<file path="config.mk">
export PLATFORM = sky130hd
export DESIGN_NAME = ext_cs_wait
export DESIGN_NICKNAME = d
export VERILOG_FILES = /design/src/rtl/ext_cs_pkg.sv /design/src/rtl/ext_cs_ctrl.sv /design/src/rtl/ext_cs_datapath.sv /design/src/rtl/ext_cs_wait.sv
export SDC_FILE = /design/constraint.sdc
export NUM_CORES = 1
export LEC_CHECK = 0
export BUFFER_PORTS_ARGS = -buffer_cell sky130_fd_sc_hd__buf_2
export CAP_MARGIN = 0
export CELL_PAD_IN_SITES_DETAIL_PLACEMENT = 1
export CELL_PAD_IN_SITES_GLOBAL_PLACEMENT = 1
export CORE_UTILIZATION = 38
export CTS_BUF_LIST = sky130_fd_sc_hd__clkbuf_16
export DETAILED_ROUTE_END_ITERATION = 12
export HOLD_SLACK_MARGIN = 0.08
export PLACE_DENSITY_LB_ADDON = 0.1
export SETUP_SLACK_MARGIN = 0.2
export SLEW_MARGIN = 20
export SYNTH_ARGS = -nofsm -noshare
export SYNTH_HDL_FRONTEND = slang
export SYNTH_HIERARCHICAL = 1
export SYNTH_SLANG_ARGS = --single-unit
</file>
<file path="constraint.sdc">
create_clock -name clk -period 2.3 [get_ports clk]
set_input_delay 0.345 -clock clk [delete_from_list [all_inputs] [get_ports clk]]
set_output_delay 0.345 -clock clk [all_outputs]
set_load 0.005 [all_outputs]
</file>
<file path="src/rtl/ext_cs_pkg.sv">
package ext_cs_pkg;

  localparam int EXT_FIELD_W = 2;
  localparam int WAIT_W      = 2;

  typedef enum logic [1:0] {
    MODE_SINGLE = 2'b00,
    MODE_EXPAND = 2'b01,
    MODE_MICRO  = 2'b10,
    MODE_RSVD   = 2'b11
  } proc_mode_e;

  typedef struct packed {
    logic capture;
    logic busy;
  } bus_strobe_t;

endpackage

</file>
<file path="src/rtl/ext_cs_ctrl.sv">
module ext_cs_ctrl
  import ext_cs_pkg::*;
(
  input  logic              clk,
  input  logic              rstN,
  input  logic              busReq,
  input  logic [WAIT_W-1:0] waitCount,
  output bus_strobe_t       strobe,
  output logic              busReady
);

  typedef enum logic {ST_IDLE, ST_ACCESS} state_e;

  state_e            state;
  logic [WAIT_W-1:0] cnt;

  always_ff @(posedge clk) begin
    if (!rstN) begin
      state <= ST_IDLE;
      cnt   <= '0;
    end else begin
      case (state)
        ST_IDLE: begin
          if (busReq) begin
            state <= ST_ACCESS;
            cnt   <= waitCount;
          end
        end
        ST_ACCESS: begin
          if (cnt == '0) state <= ST_IDLE;
          else           cnt   <= cnt - WAIT_W'(1);
        end
        default: state <= ST_IDLE;
      endcase
    end
  end

  always_comb begin
    strobe.capture = (state == ST_IDLE) && busReq;
    strobe.busy    = (state == ST_ACCESS);
    busReady       = strobe.busy && (cnt == '0);
  end

endmodule

</file>
<file path="src/rtl/ext_cs_datapath.sv">
module ext_cs_datapath
  import ext_cs_pkg::*;
#(
  parameter  int NUM_CS   = 4,
  parameter  int ADDR_W   = 20,
  parameter  int WIN_BITS = 17,
  localparam int REG_W    = 2 * NUM_CS
) (
  input  logic              clk,
  input  logic              rstN,
  input  logic [1:0]        procMode,
  input  logic              regWrEn,
  input  logic              regSel,
  input  logic [REG_W-1:0]  regWrData,
  output logic [REG_W-1:0]  regRdData,
  input  logic [ADDR_W-1:0] busAddr,
  input  bus_strobe_t       strobe,
  output logic [WAIT_W-1:0] waitCount,
  output logic [NUM_CS-1:0] csN,
  output logic              selDriven,
  output logic [REG_W-1:0]  ctrlQ,
  output logic [REG_W-1:0]  expQ
);

  localparam int TOP_IDX = (1 << (ADDR_W - WIN_BITS)) - 1;
  localparam logic [REG_W-1:0] CTRL_RESET = REG_W'(1);

  logic [EXT_FIELD_W-1:0] expField [NUM_CS];
  logic [NUM_CS-1:0]      hitVec;
  logic [NUM_CS-1:0]      selQ;
  logic                   modeActive;

  assign modeActive = (procMode == MODE_EXPAND) || (procMode == MODE_MICRO);

  always_ff @(posedge clk) begin
    if (!rstN)                    ctrlQ <= CTRL_RESET;
    else if (regWrEn && !regSel)  ctrlQ <= regWrData;
  end

  for (genvar i = 0; i < NUM_CS; i++) begin : g_sel
    localparam logic [ADDR_W-1:0] WIN_LO = ADDR_W'((TOP_IDX - i) << WIN_BITS);
    localparam logic [ADDR_W-1:0] WIN_HI = WIN_LO + ADDR_W'((1 << WIN_BITS) - 1);

    logic [EXT_FIELD_W-1:0] newField;
    logic                   fieldOk;

    assign newField = regWrData[EXT_FIELD_W*i +: EXT_FIELD_W];
    assign fieldOk  = (newField != '1) && !(ctrlQ[NUM_CS+i] && (newField != '0));

    always_ff @(posedge clk) begin
      if (!rstN) begin
        expField[i] <= '0;
      end else if (regWrEn) begin
        if (!regSel) begin
          if (regWrData[NUM_CS+i]) expField[i] <= '0;
        end else if (fieldOk) begin
          expField[i] <= newField;
        end
      end
    end

    assign hitVec[i] = (busAddr >= WIN_LO) && (busAddr <= WIN_HI)
                       && ctrlQ[i] && modeActive;
  end

  always_comb begin
    expQ = '0;
    for (int i = 0; i < NUM_CS; i++) expQ[EXT_FIELD_W*i +: EXT_FIELD_W] = expField[i];
  end

  always_comb begin
    waitCount = '0;
    for (int i = 0; i < NUM_CS; i++) begin
      if (hitVec[i])
        waitCount = ctrlQ[NUM_CS+i] ? '0 : WAIT_W'(expField[i]) + WAIT_W'(1);
    end
  end

  always_ff @(posedge clk) begin
    if (!rstN)               selQ <= '0;
    else if (strobe.capture) selQ <= hitVec;
  end

  assign csN       = ~(selQ & {NUM_CS{strobe.busy}});
  assign selDriven = strobe.busy && (|selQ);
  assign regRdData = regSel ? expQ : ctrlQ;

endmodule

</file>
<file path="src/rtl/ext_cs_wait.sv">
module ext_cs_wait
  import ext_cs_pkg::*;
#(
  parameter int NUM_CS   = 4,
  parameter int ADDR_W   = 20,
  parameter int WIN_BITS = 17
) (
  input  logic                  clk,
  input  logic                  rstN,
  input  logic [1:0]            procMode,
  input  logic                  regWrEn,
  input  logic                  regSel,
  input  logic [2*NUM_CS-1:0]   regWrData,
  output logic [2*NUM_CS-1:0]   regRdData,
  input  logic                  busReq,
  input  logic [ADDR_W-1:0]     busAddr,
  output logic                  busReady,
  output logic [NUM_CS-1:0]     csN,
  output logic                  selDriven
);

  bus_strobe_t          strobe;
  logic [WAIT_W-1:0]    waitCount;
  logic [2*NUM_CS-1:0]  ctrlQ;
  logic [2*NUM_CS-1:0]  expQ;

  ext_cs_ctrl i_ctrl (
    .clk       (clk),
    .rstN      (rstN),
    .busReq    (busReq),
    .waitCount (waitCount),
    .strobe    (strobe),
    .busReady  (busReady)
  );

  ext_cs_datapath #(
    .NUM_CS   (NUM_CS),
    .ADDR_W   (ADDR_W),
    .WIN_BITS (WIN_BITS)
  ) i_datapath (
    .clk       (clk),
    .rstN      (rstN),
    .procMode  (procMode),
    .regWrEn   (regWrEn),
    .regSel    (regSel),
    .regWrData (regWrData),
    .regRdData (regRdData),
    .busAddr   (busAddr),
    .strobe    (strobe),
    .waitCount (waitCount),
    .csN       (csN),
    .selDriven (selDriven),
    .ctrlQ     (ctrlQ),
    .expQ      (expQ)
  );

endmodule

</file>
**Word-level counts from Yosys, hierarchy flattened**

Memory sizes are Yosys's and may differ from the RTL's.
Cells that the tools add are included.

- Add/sub/neg operators: 5
- Order comparisons: 8
- Equal/unequal tests: 8
- Mux-type cells: 64
- Bitwise gates (word level): 11
- Reductions and logical operators: 37

Operators with widths:

| operator | count |
|---|---|
| 20-bit greater-or-equal comparator, second input constant | 4 |
| 20-bit <= comparator, second input constant | 4 |
| 1-bit 2-to-1 mux | 43 |
| 2-bit 2-to-1 mux | 18 |
| 1-bit logical AND | 24 |
| 2-bit inequality test, second input constant | 6 |
| 2-bit by 1-bit adder with 2-bit output, second input constant | 4 |
| 8-bit 2-to-1 mux | 1 |
| 1-bit bitwise OR | 8 |
| 2-bit nonzero test | 4 |
| 1-bit zero test | 5 |
| 4-bit AND | 1 |
| 4-bit inverter | 1 |
| 2-bit case mux with 2 select lines | 1 |
| 4-bit OR reduction | 1 |
| 2-bit by 1-bit equality test with 1-bit output, second input constant | 1 |
| 2-bit equality test, second input constant | 1 |
| 2-bit zero test | 1 |
| 1-bit case mux with 2 select lines | 1 |
| 2-bit AND reduction | 1 |
| 2-bit by 1-bit subtractor with 2-bit output, second input constant | 1 |
| 1-bit logical OR | 1 |
| 1-bit inverter | 1 |

- Bits in registers: 15
- RAM bits: 8
- Input bits: 35
- Word-level logic and storage cells: 138
- Memories kept: 1

Memories:

| memory | depth | bits a word | read ports | clocked after memory_dff | write ports | RTL line | RTL |
|---|---|---|---|---|---|---|---|
| i_datapath.expField | 4 | 2 | 4 | 0 | 4 | ext_cs_datapath.sv:28 | `logic [EXT_FIELD_W-1:0] expField [NUM_CS];` |

**Depth between registers and ports, before layout**

Gate-level depths: netlist of run 1.

- Depth after elaboration: 10
- Depth in mapped cells: 7
- Gate-level depth less buffers: 7

**Hierarchy**

Netlist of run 1, hierarchy kept.

Modules (own cells, without submodules):

| module | instances | cells an instance | area an instance (µm²) | seq. area each (µm²) |
|---|---|---|---|---|
| ext_cs_datapath | 1 | 121 | 1147.4 | 480.5 |
| ext_cs_ctrl | 1 | 19 | 165.2 | 60.1 |

**Worst setup path before layout of run 1**

No wires, ideal clock.

- Kind: input to register
- Start: input port procMode[0]
- End: register i_ctrl.cnt[1]
- Data arrival time: 1465 ps
- Setup slack: 777 ps
- Cell stages on the path: 7
- Path buffers: 0
- Cell sequence: xor2_1 nand4_1 or3_1 o311ai_1 inv_1 a32oi_1 o211a_1

- Cells in the longest elaborated chain, start to end: 9

RTL lines:

| what | RTL line | RTL |
|---|---|---|
| start: declaration | ext_cs_wait.sv:10 | `input logic [1:0] procMode,` |
| 2-bit by 1-bit equality test with 1-bit output / 2-bit equality test (equally long branches) | ext_cs_datapath.sv:33 | `assign modeActive = (procMode == MODE_EXPAND) \|\| (procMode == MODE_MICRO);` |
| 1-bit logical OR * | ext_cs_datapath.sv:33 |  |
| 1-bit logical AND | ext_cs_datapath.sv:63 | `&& ctrlQ[i] && modeActive;` |
| 2-bit 2-to-1 mux (3 in a row) | ext_cs_datapath.sv:74 | `if (hitVec[i])` |
| 2-bit 2-to-1 mux * | ext_cs_datapath.sv:74 |  |
| net waitCount[1] | ext_cs_wait.sv:23 | `logic [WAIT_W-1:0] waitCount;` |
| 2-bit 2-to-1 mux * | ext_cs_ctrl.sv:24 | `if (busReq) begin` |
| 2-bit case mux with 2 select lines * | ext_cs_ctrl.sv:22 | `case (state)` |
| end signal: assignment | ext_cs_ctrl.sv:26 | `cnt <= waitCount;` |
| end signal: assignment | ext_cs_ctrl.sv:31 | `else cnt <= cnt - WAIT_W'(1);` |
| end: declaration | ext_cs_ctrl.sv:15 | `logic [WAIT_W-1:0] cnt;` |

Mark *: on every way through the listed nets, which the timed path passes. The rest lies on a longest branch. The select of a mux whose other input is x is not followed.
A chain may end at the register's enable or synchronous reset.

**Worst setup path after layout of run 1**

Same ends and word-level chain as after synthesis.

==> qor.txt, run 1 <==
Leak pwr = 0.624 nW
Fin Clk Skew = 3.18 ps
Synth top area share = 0.229
Wirelength per Cell = 14.9 µm
Least-Margin Pin Slew = 618 ps
Crit-path cells = buf_2 > xor2_1 > nand4_1 > or3_1 > o311ai_1 > inv_1 > a32oi_1 > o211a_1
Synth Area in Adders = 0.0324
CTS buffer count = 3
Max_cap viols = 0
Post-CTS Hold Buffers = 0
Crit path kind = primary input to flop
# port buffers = 31
Core Area = 0.00315 mm²
Req. time, crit path = 2510 ps
Clock sink count = 23
Post-CTS Setup Bufs = 0
Sequential area share after synthesis = 0.412
Relative slew slack = 0.587
Design Power = 0.987 mW
CTS tree = built
Synthesized area = 0.00131 mm²
Post-synth ARST share = 0
RSZ-0062 raised after global routing = false
Die width = 60.8 µm
Worst hold path type = primary input to flop
DP HPWL = 2.47 mm
Register area = 541 µm²
Pwr dens = 624 mW/mm²
Die Y = 60.8 µm
Worst setup EP type = flop
Critical Path Max Stage Delay = 370 ps
Tcrit/Tclk final = 0.676
Post-synthesis mux area share = 0.0839
Antenna violations before repair = 0
Final antenna-violating net count = 0
Combinational family with the most area after synthesis = simple AND/OR/NAND/NOR gates
Final Hold Fails = 0
Grt ovf = 0
VDD IR max = 0.000243 V
Starting DRT DRC Count = 25
Area grow syn2layout = 20.6%
Area of the multi-input gates = 723 µm²
Minimum clock period = 1550 ps
Area leader, netlist = dfxtp_1
Residual DRC = 0
Synth Area in XOR/XNOR = 0.0334
DR vias = 1142
CP Launch Type = primary input
Total track usage = 0.202
Vias in the first global route = 1194
Post-synth EDFFs = 8
Ports = 49
Setup-failing EPs final = 0
Fin nets = 208
Synth Warn # = 6
Worst-path clk slew = 60 ps
Routed WL = 3.21 mm
Post-synthesis register bit count = 23
Row count = 20
Bufs on Longest Clock Path = 2
Vias per cell = 5.31
Count of pins over their slew limit = 0
Drt first pass iters = 4
Post-cts sizing count = 0
Synth Instances = 140
Yosys cell types = 39
Worst skew pair latency = 260 ps
Top delay family on crit path = simple AND/OR/NAND/NOR gates
Crit path max fanout = 3
Starting density of the core = 0.416
Top cells by area, synth = dfxtp_1, edfxtp_1, mux2_2
Mapped Nets = 176
Critical Path Slowest Stage Cell = or3_1
Ant. Diodes = 0
Synth Area in Compound Gates = 0.135
Worst EP arrival = 1760 ps
TNS Setup = 0 ps
Highest Clock Rate = 643 MHz
Syn Area/Cell = 9.38 µm²
First-pass GRT wire length = 5.38 mm
Crit path buffers/inverters = 2
Fillers = 390
Status = finished clean
Layout cells sized above 1 = 0.275
Largest net degree at the start of global routing = 21
GP Congestion = 0.682
Prevailing post-synth register cell = dfxtp_1
Die Area = 0.00369 mm²
Simple-Gate Fraction of Synth Area = 0.266
Root Buffer = clkbuf_16
# H-tree levels = 1
==> power breakdown <==
group	total (mW)	internal [mW]	switching, mW
clock network	0.376	0.232	0.144
logic	0.145	0.0710	0.0739
registers	0.466	0.444	0.0227
==> state kept, by name (all words and copies together) (netlist names) <==
signal / cells
i_datapath/selQ: 4
i_ctrl/state: 1
i_datapath/expField: 8
i_datapath/ctrlQ: 8
i_ctrl/cnt: 2
==> placed cells by master (no fill, tap or decap), types with 4 or more instances in the layout <==
cell      synthesis  routed
buf_2             0      31
and2_1            4       4
mux2_2            8       8
xnor2_1           4       4
dfxtp_1          15      15
nand2_1          23      23
nand2b_1          6       6
a21boi_1          5       5
inv_1             6       7
edfxtp_1          8       8
o21ai_0           4       4
nor3b_1           4       4
nor3_1            4       4
a21boi_0          5       5
nor2_1            4       4
==> metrics by stage <==
stage / util / cell area (µm²) / cells / hold slack [ps] / setup WS, ps
2_1_floorplan: - / 1310 / 140 / 446 / 777
3_3_place_gp: 0.477 / 1500 / 211 / 468 / 494
3_5_place_dp: 0.477 / 1500 / 211 / 472 / 469
4_1_cts: 0.502 / 1580 / 215 / 362 / 731
5_1_grt: 0.502 / 1580 / 215 / 369 / 635
6_report: 0.502 / 1580 / 215 / 364 / 746
==> cells by family after synthesis <==
family,count (synthesis)
and+or+nand+nor,63
xor gates and xnor gates,5
adders and majority gates,4
buffers and inverters,11
muxes,10
DFF,23
AOI/OAI and AO/OA,24
==> routing by layer <==
| metal | track usage | vias to the layer above | part of all wire |
|---|---|---|---|
| li1 | - | 562 | - |
| met1 | 0.237 | 550 | 0.43 |
| met5 | 0 | - | 0 |
| met4 | 0.0779 | 0 | 0.015 |
| met3 | 0.0256 | 5 | 0.031 |
| met2 | 0.374 | 25 | 0.52 |
==> final timing paths <==
kind | start | to | slack (ps) | depth (start not counted)
min | regWrData[0] | i_datapath/ctrlQ[0] | 360 | 3
max | procMode[0] | i_ctrl/cnt[1] | 750 | 8
max reg2reg | i_datapath/ctrlQ[5] | i_ctrl/cnt[0] | 770 | 6
min reg2reg | i_datapath/ctrlQ[3] | i_datapath/ctrlQ[3] | 500 | 2
==> cell type report <==
cell class | instances | share of cell area
inverters | 6 | 0.0142
multi-input cells | 106 | 0.457
well taps | 44 | 0.0348
clock inverters | 1 | 0.00237
flip-flops and latches | 23 | 0.342
repair buffers | 32 | 0.103
clock buffers | 3 | 0.0474
==> cell usage after synthesis, drive strengths merged (3+ instances only) <==
cell,n
and2,7
nand4,3
nor2,4
edfxtp,8
xnor2,4
nor3,4
o21ai,4
a21boi,10
maj3,3
nor2b,3
nand2b,6
mux2,8
o211ai,3
clkbuf,3
inv,6
dfxtp,15
nor3b,4
nand2,23
==> worst reg2reg max path: stages, from the launching register on <==
cell      delay, ps
dfxtp_1         440
or4b_1          150
o31ai_1          50
and2_0          160
or3_1           370
a32oi_1         170
a21boi_1         80
Note: power is estimated with default switching activity, not from simulation.
==> run 2: changes to the inputs <==
--- a/config.mk
+++ b/config.mk
@@ -9,7 +9,7 @@
 export CAP_MARGIN = 0
 export CELL_PAD_IN_SITES_DETAIL_PLACEMENT = 1
 export CELL_PAD_IN_SITES_GLOBAL_PLACEMENT = 1
-export CORE_UTILIZATION = 38
+export CORE_UTILIZATION = 35
 export CTS_BUF_LIST = sky130_fd_sc_hd__clkbuf_16
 export DETAILED_ROUTE_END_ITERATION = 12
 export HOLD_SLACK_MARGIN = 0.08
==> constraint.sdc (replaced) <==
create_clock -name clk -period 1.5 [get_ports clk]
set_input_delay 0.225 -clock clk [delete_from_list [all_inputs] [get_ports clk]]
set_output_delay 0.225 -clock clk [all_outputs]
set_load 0.005 [all_outputs]
==> run 2 against run 1 <==
Total power rose by 61%. Via count up 2.7%. Setup slack lost 740 ps. Critical endpoint is now i_ctrl/cnt[0].
==> qor.txt, run 2 (same netlist as run 1, synthesis figures left out) <==
Commonest non-fill, non-tap cells in the layout = buf_2, nand2_1, buf_6, buf_4
VDD IR max = 0.000409 V
Die width = 63.2 µm
Highest Clock Rate = 671 MHz
Fin Clk Skew = 4.00 ps
DP HPWL = 2.60 mm
Die Area = 0.00400 mm²
Vias per cell = 5.08
Worst EP arrival = 1680 ps
Crit path max fanout = 3
Layout Cell Area excl Fill = 0.00181 mm²
TNS Setup = 0 ps
DP Cell Count = 223
Ant. Diodes = 0
CTS tree = built
Tcrit/Tclk final = 0.994
# port buffers = 31
Fin cells = 231
Wirelength per Cell = 15.3 µm
Area after DPL = 0.00160 mm²
DR vias = 1173
Area grow syn2layout = 38.1%
Minimum clock period = 1490 ps
Routed WL = 3.53 mm
Worst Hold Slack = 220 ps
Area of the multi-input gates = 776 µm²
Crit path buffers/inverters = 0
First-pass GRT wire length = 5.89 mm
Count of pins over their slew limit = 0
Ports = 49
Design Power = 1.59 mW
Worst setup EP type = flop
Root Buffer = clkbuf_16
CP Launch Type = flop
Worst skew pair latency = 260 ps
Most common cell after layout, fill and taps aside = buf_2
Least-Margin Pin Slew = 419 ps
Top flop regs = i_datapath/ctrlQ: 8 flops, i_datapath/expField: 8 flops, i_datapath/selQ: 4 flops
# H-tree levels = 1
GP Congestion = 0.740
Pwr dens = 876 mW/mm²
Residual DRC = 0
Core Area = 0.00347 mm²
Worst hold path type = primary input to flop
Grt ovf = 0
Bufs on Longest Clock Path = 2
Drt first pass iters = 3
Antenna violations before repair = 0
Vias in the first global route = 1245
Worst-path clk slew = 60 ps
CTS buffer count = 3
Total track usage = 0.189
Register area = 554 µm²
Layout cells sized above 1 = 0.405
Critical Path Max Stage Delay = 490 ps
Final antenna-violating net count = 0
Crit path kind = flop to flop
Final Hold Fails = 0
Status = finished clean
Top delay family on crit path = simple AND/OR/NAND/NOR gates
Dpl ws = -102 ps
Worst setup margin = 9.46 ps
Final Util = 0.523
Post-CTS Hold Buffers = 0
Row count = 21
Req. time, crit path = 1690 ps
Clock sink count = 23
Setup-failing EPs final = 0
Fin nets = 222
Critical Path Slowest Stage Cell = or4b_1
RSZ-0062 raised after global routing = true
Die Y = 63.2 µm
Largest net degree at the start of global routing = 20
Leak pwr = 0.737 nW
Max_cap viols = 0
Crit-path cells = or4b_1 > o31ai_1 > and2_1 > or3_1 > a32oi_1 > a21boi_1
Relative slew slack = 0.720
Starting DRT DRC Count = 37
Starting density of the core = 0.378
Fillers = 421
-- run 2: cell count changes in the layout (fill, tap and decap cells not counted), sizes merged --
| cell | previous run | this run |
|---|---|---|
| buf | 32 | 46 |
-- run 2: path summary, 6_finish.rpt --
path	from	endpoint	slack, ps	depth (start not counted)
max	i_datapath/expField[1][0]	i_ctrl/cnt[0]	9	6
min	regWrData[0]	i_datapath/ctrlQ[0]	220	3
max reg2reg	i_datapath/expField[1][0]	i_ctrl/cnt[0]	9	6
min reg2reg	i_ctrl/cnt[0]	i_ctrl/cnt[0]	480	2
-- run 2: cell type report --
type,count,area share
clock buffer,3,0.0414
clock inverter,1,0.00207
inverter,6,0.0124
multi-input combinational,106,0.428
sequential,23,0.306
tap,46,0.0317
timing repair buffer,46,0.179
-- run 2: worst reg2reg max path: stages, from the launching register on --
cell,delay (ps)
edfxtp_1,410
or4b_1,490
o31ai_1,80
and2_1,170
or3_1,110
a32oi_1,50
a21boi_1,120
-- run 2: report_power, final --
part	switching, mW	internal, mW	leakage (nW)	total (mW)
clock network	0.231	0.356	0.0423	0.587
registers	0.0311	0.681	0.212	0.712
logic	0.135	0.155	0.483	0.289
total	0.396	1.19	0.737	1.59
-- run 2: what timing repair did --
action	CTS	global route
pin swaps	4	2
resized for setup	28	5
setup buffers	3	1
endpoints found under the setup margin	20	16
-- run 2: metal layers --
layer	wire length [µm]	up-vias	track usage
li1	-	591	-
met1	1570	560	0.220
met2	1850	20	0.358
met3	96	2	0.0344
met4	17	0	0.0369
met5	0	-	0
==> run 3: changes to the inputs <==
--- a/config.mk
+++ b/config.mk
@@ -7,7 +7,7 @@
 export LEC_CHECK = 0
 export BUFFER_PORTS_ARGS = -buffer_cell sky130_fd_sc_hd__buf_2
 export CAP_MARGIN = 0
-export CELL_PAD_IN_SITES_DETAIL_PLACEMENT = 1
+export CELL_PAD_IN_SITES_DETAIL_PLACEMENT = 0
 export CELL_PAD_IN_SITES_GLOBAL_PLACEMENT = 1
 export CORE_UTILIZATION = 35
 export CTS_BUF_LIST = sky130_fd_sc_hd__clkbuf_16
==> run 3 against run 2 <==
The flow now finishes with violations (setup timing). First-iteration DRC count decreased by 16%. Clock power decreased by 3%. Register-to-register slack got worse by 20 ps. Total power increased by 0.38%. Flip-flop and latch count unchanged. Non-clock buffer count increased by 4. Fmax decreased by 1.4%. Critical path depth unchanged. Combinational power increased by 7%. Largest cell class unchanged. Via count decreased by 0.68%.
==> qor.txt, run 3 (same netlist as run 1, synthesis figures left out) <==
Status = complete, but fails checks
Failing checks = setup timing
Ant. Diodes = 0
Critical Path Max Stage Delay = 520 ps
Residual DRC = 0
Crit path kind = flop to flop
Design Power = 1.59 mW
Bufs on Longest Clock Path = 2
DP Cell Count = 223
VDD IR max = 0.000509 V
Crit path buffers/inverters = 0
Total track usage = 0.168
Least-Margin Pin Slew = 411 ps
CP Launch Type = flop
Worst setup margin = -11.9 ps
# port buffers = 31
Layout Cell Area excl Fill = 0.00188 mm²
Starting density of the core = 0.378
Core Area = 0.00347 mm²
Worst-path clk slew = 60 ps
Tcrit/Tclk final = 1.01
Vias per cell = 4.96
Pwr dens = 847 mW/mm²
Commonest non-fill, non-tap cells in the layout = nand2_1, buf_2, buf_4, buf_6
Vias in the first global route = 1108
Fin cells = 235
Psw = 0.384 mW
Worst Hold Slack = 239 ps
Combinational power share = 0.193
Seq pwr share = 0.448
Worst EP arrival = 1690 ps
Clock sink count = 23
Dpl ws = -106 ps
CTS tree = built
Routed WL = 3.23 mm
Ports = 49
GP Congestion = 0.740
Critical Path Slowest Stage Cell = or4b_4
Starting DRT DRC Count = 31
Row count = 21
Count of pins over their slew limit = 0
Area after DPL = 0.00160 mm²
Internal power = 1.21 mW
RSZ-0062 raised after global routing = true
Final Hold Fails = 0
Die Y = 63.2 µm
Die width = 63.2 µm
Largest net degree at the start of global routing = 20
Relative slew slack = 0.725
Setup-failing EPs final = 1
DP HPWL = 2.38 mm
Minimum clock period = 1510 ps
TNS Setup = -11.9 ps
Root Buffer = clkbuf_16
Wirelength per Cell = 13.8 µm
Area grow syn2layout = 43.4%
Crit-path cells = or4b_4 > o31ai_4 > and2_1 > or3_1 > a32oi_1 > a21boi_1
Sw frac = 0.241
Worst hold path type = primary input to flop
Final antenna-violating net count = 0
Clk pwr share = 0.358
Highest Clock Rate = 661 MHz
CTS buffer count = 3
Top flop regs = i_datapath/ctrlQ: 8 flops, i_datapath/expField: 8 flops, i_datapath/selQ: 4 flops
Post-CTS Hold Buffers = 0
First-pass GRT wire length = 5.21 mm
Req. time, crit path = 1680 ps
Grt ovf = 0
Fin Clk Skew = 1.24 ps
Antenna violations before repair = 0
Top delay family on crit path = simple AND/OR/NAND/NOR gates
Worst skew pair latency = 250 ps
Crit path max fanout = 3
Fin nets = 226
# H-tree levels = 1
Max_cap viols = 0
Worst setup EP type = flop
Layout cells sized above 1 = 0.434
Leak pwr = 0.777 nW
Final Util = 0.543
DR vias = 1165
Die Area = 0.00400 mm²
Drt first pass iters = 4
## run 3: changes by cell type in the layout (fill, tap and decap cells not counted), sizes merged
cell / delta
buf: +4
## run 3: area by class of cell
type | count | area, µm²
Fill cell | 348 | 1590
Multi-Input combinational cell | 106 | 802
Sequential cell | 23 | 554
Timing Repair Buffer | 50 | 367
Clock buffer | 3 | 75.1
Tap cell | 46 | 57.6
Inverter | 6 | 22.5
Clock inverter | 1 | 3.75
## run 3: path summary, 6_finish.rpt
kind | startpoint | end | slack [ps] | cells after the start
worst max-delay path | i_datapath/expField[1][0] | i_ctrl/cnt[0] | -10 | 6
worst min-delay path | regWrData[3] | i_datapath/ctrlQ[3] | 240 | 3
worst max register to register | i_datapath/expField[1][0] | i_ctrl/cnt[0] | -10 | 6
worst min register to register | i_datapath/selQ[0] | i_datapath/selQ[0] | 490 | 2
## run 3: power groups by stage
| stage | sequential [mW] | clock [mW] | combinational [mW] |
|---|---|---|---|
| 2_1_floorplan | 0.715 | 0 | 0.148 |
| 3_3_place_gp | 0.721 | 0 | 0.241 |
| 3_5_place_dp | 0.723 | 0 | 0.247 |
| 4_1_cts | 0.711 | 0.590 | 0.265 |
| 5_1_grt | 0.721 | 0.616 | 0.337 |
| 6_report | 0.715 | 0.571 | 0.308 |
## run 3: worst min-delay path: stages
cell      delay (ps)
buf_2            110
nand2_1           50
a21boi_1          50
## run 3: repair_timing
item                       in CTS  in global routing
setup endpoints to repair      18                 18
setup buffers                   6                  2
pin swaps                       3                  3
resized for setup              19                 22
## run 3: routing by layer
metal  vias up  global-route usage  part of all wire
met5         -                   0                 0
li1        603                   -                 -
met1       542               0.212              0.46
met4         0              0.0426            0.0059
met2        18               0.290              0.50
met3         2              0.0344             0.028
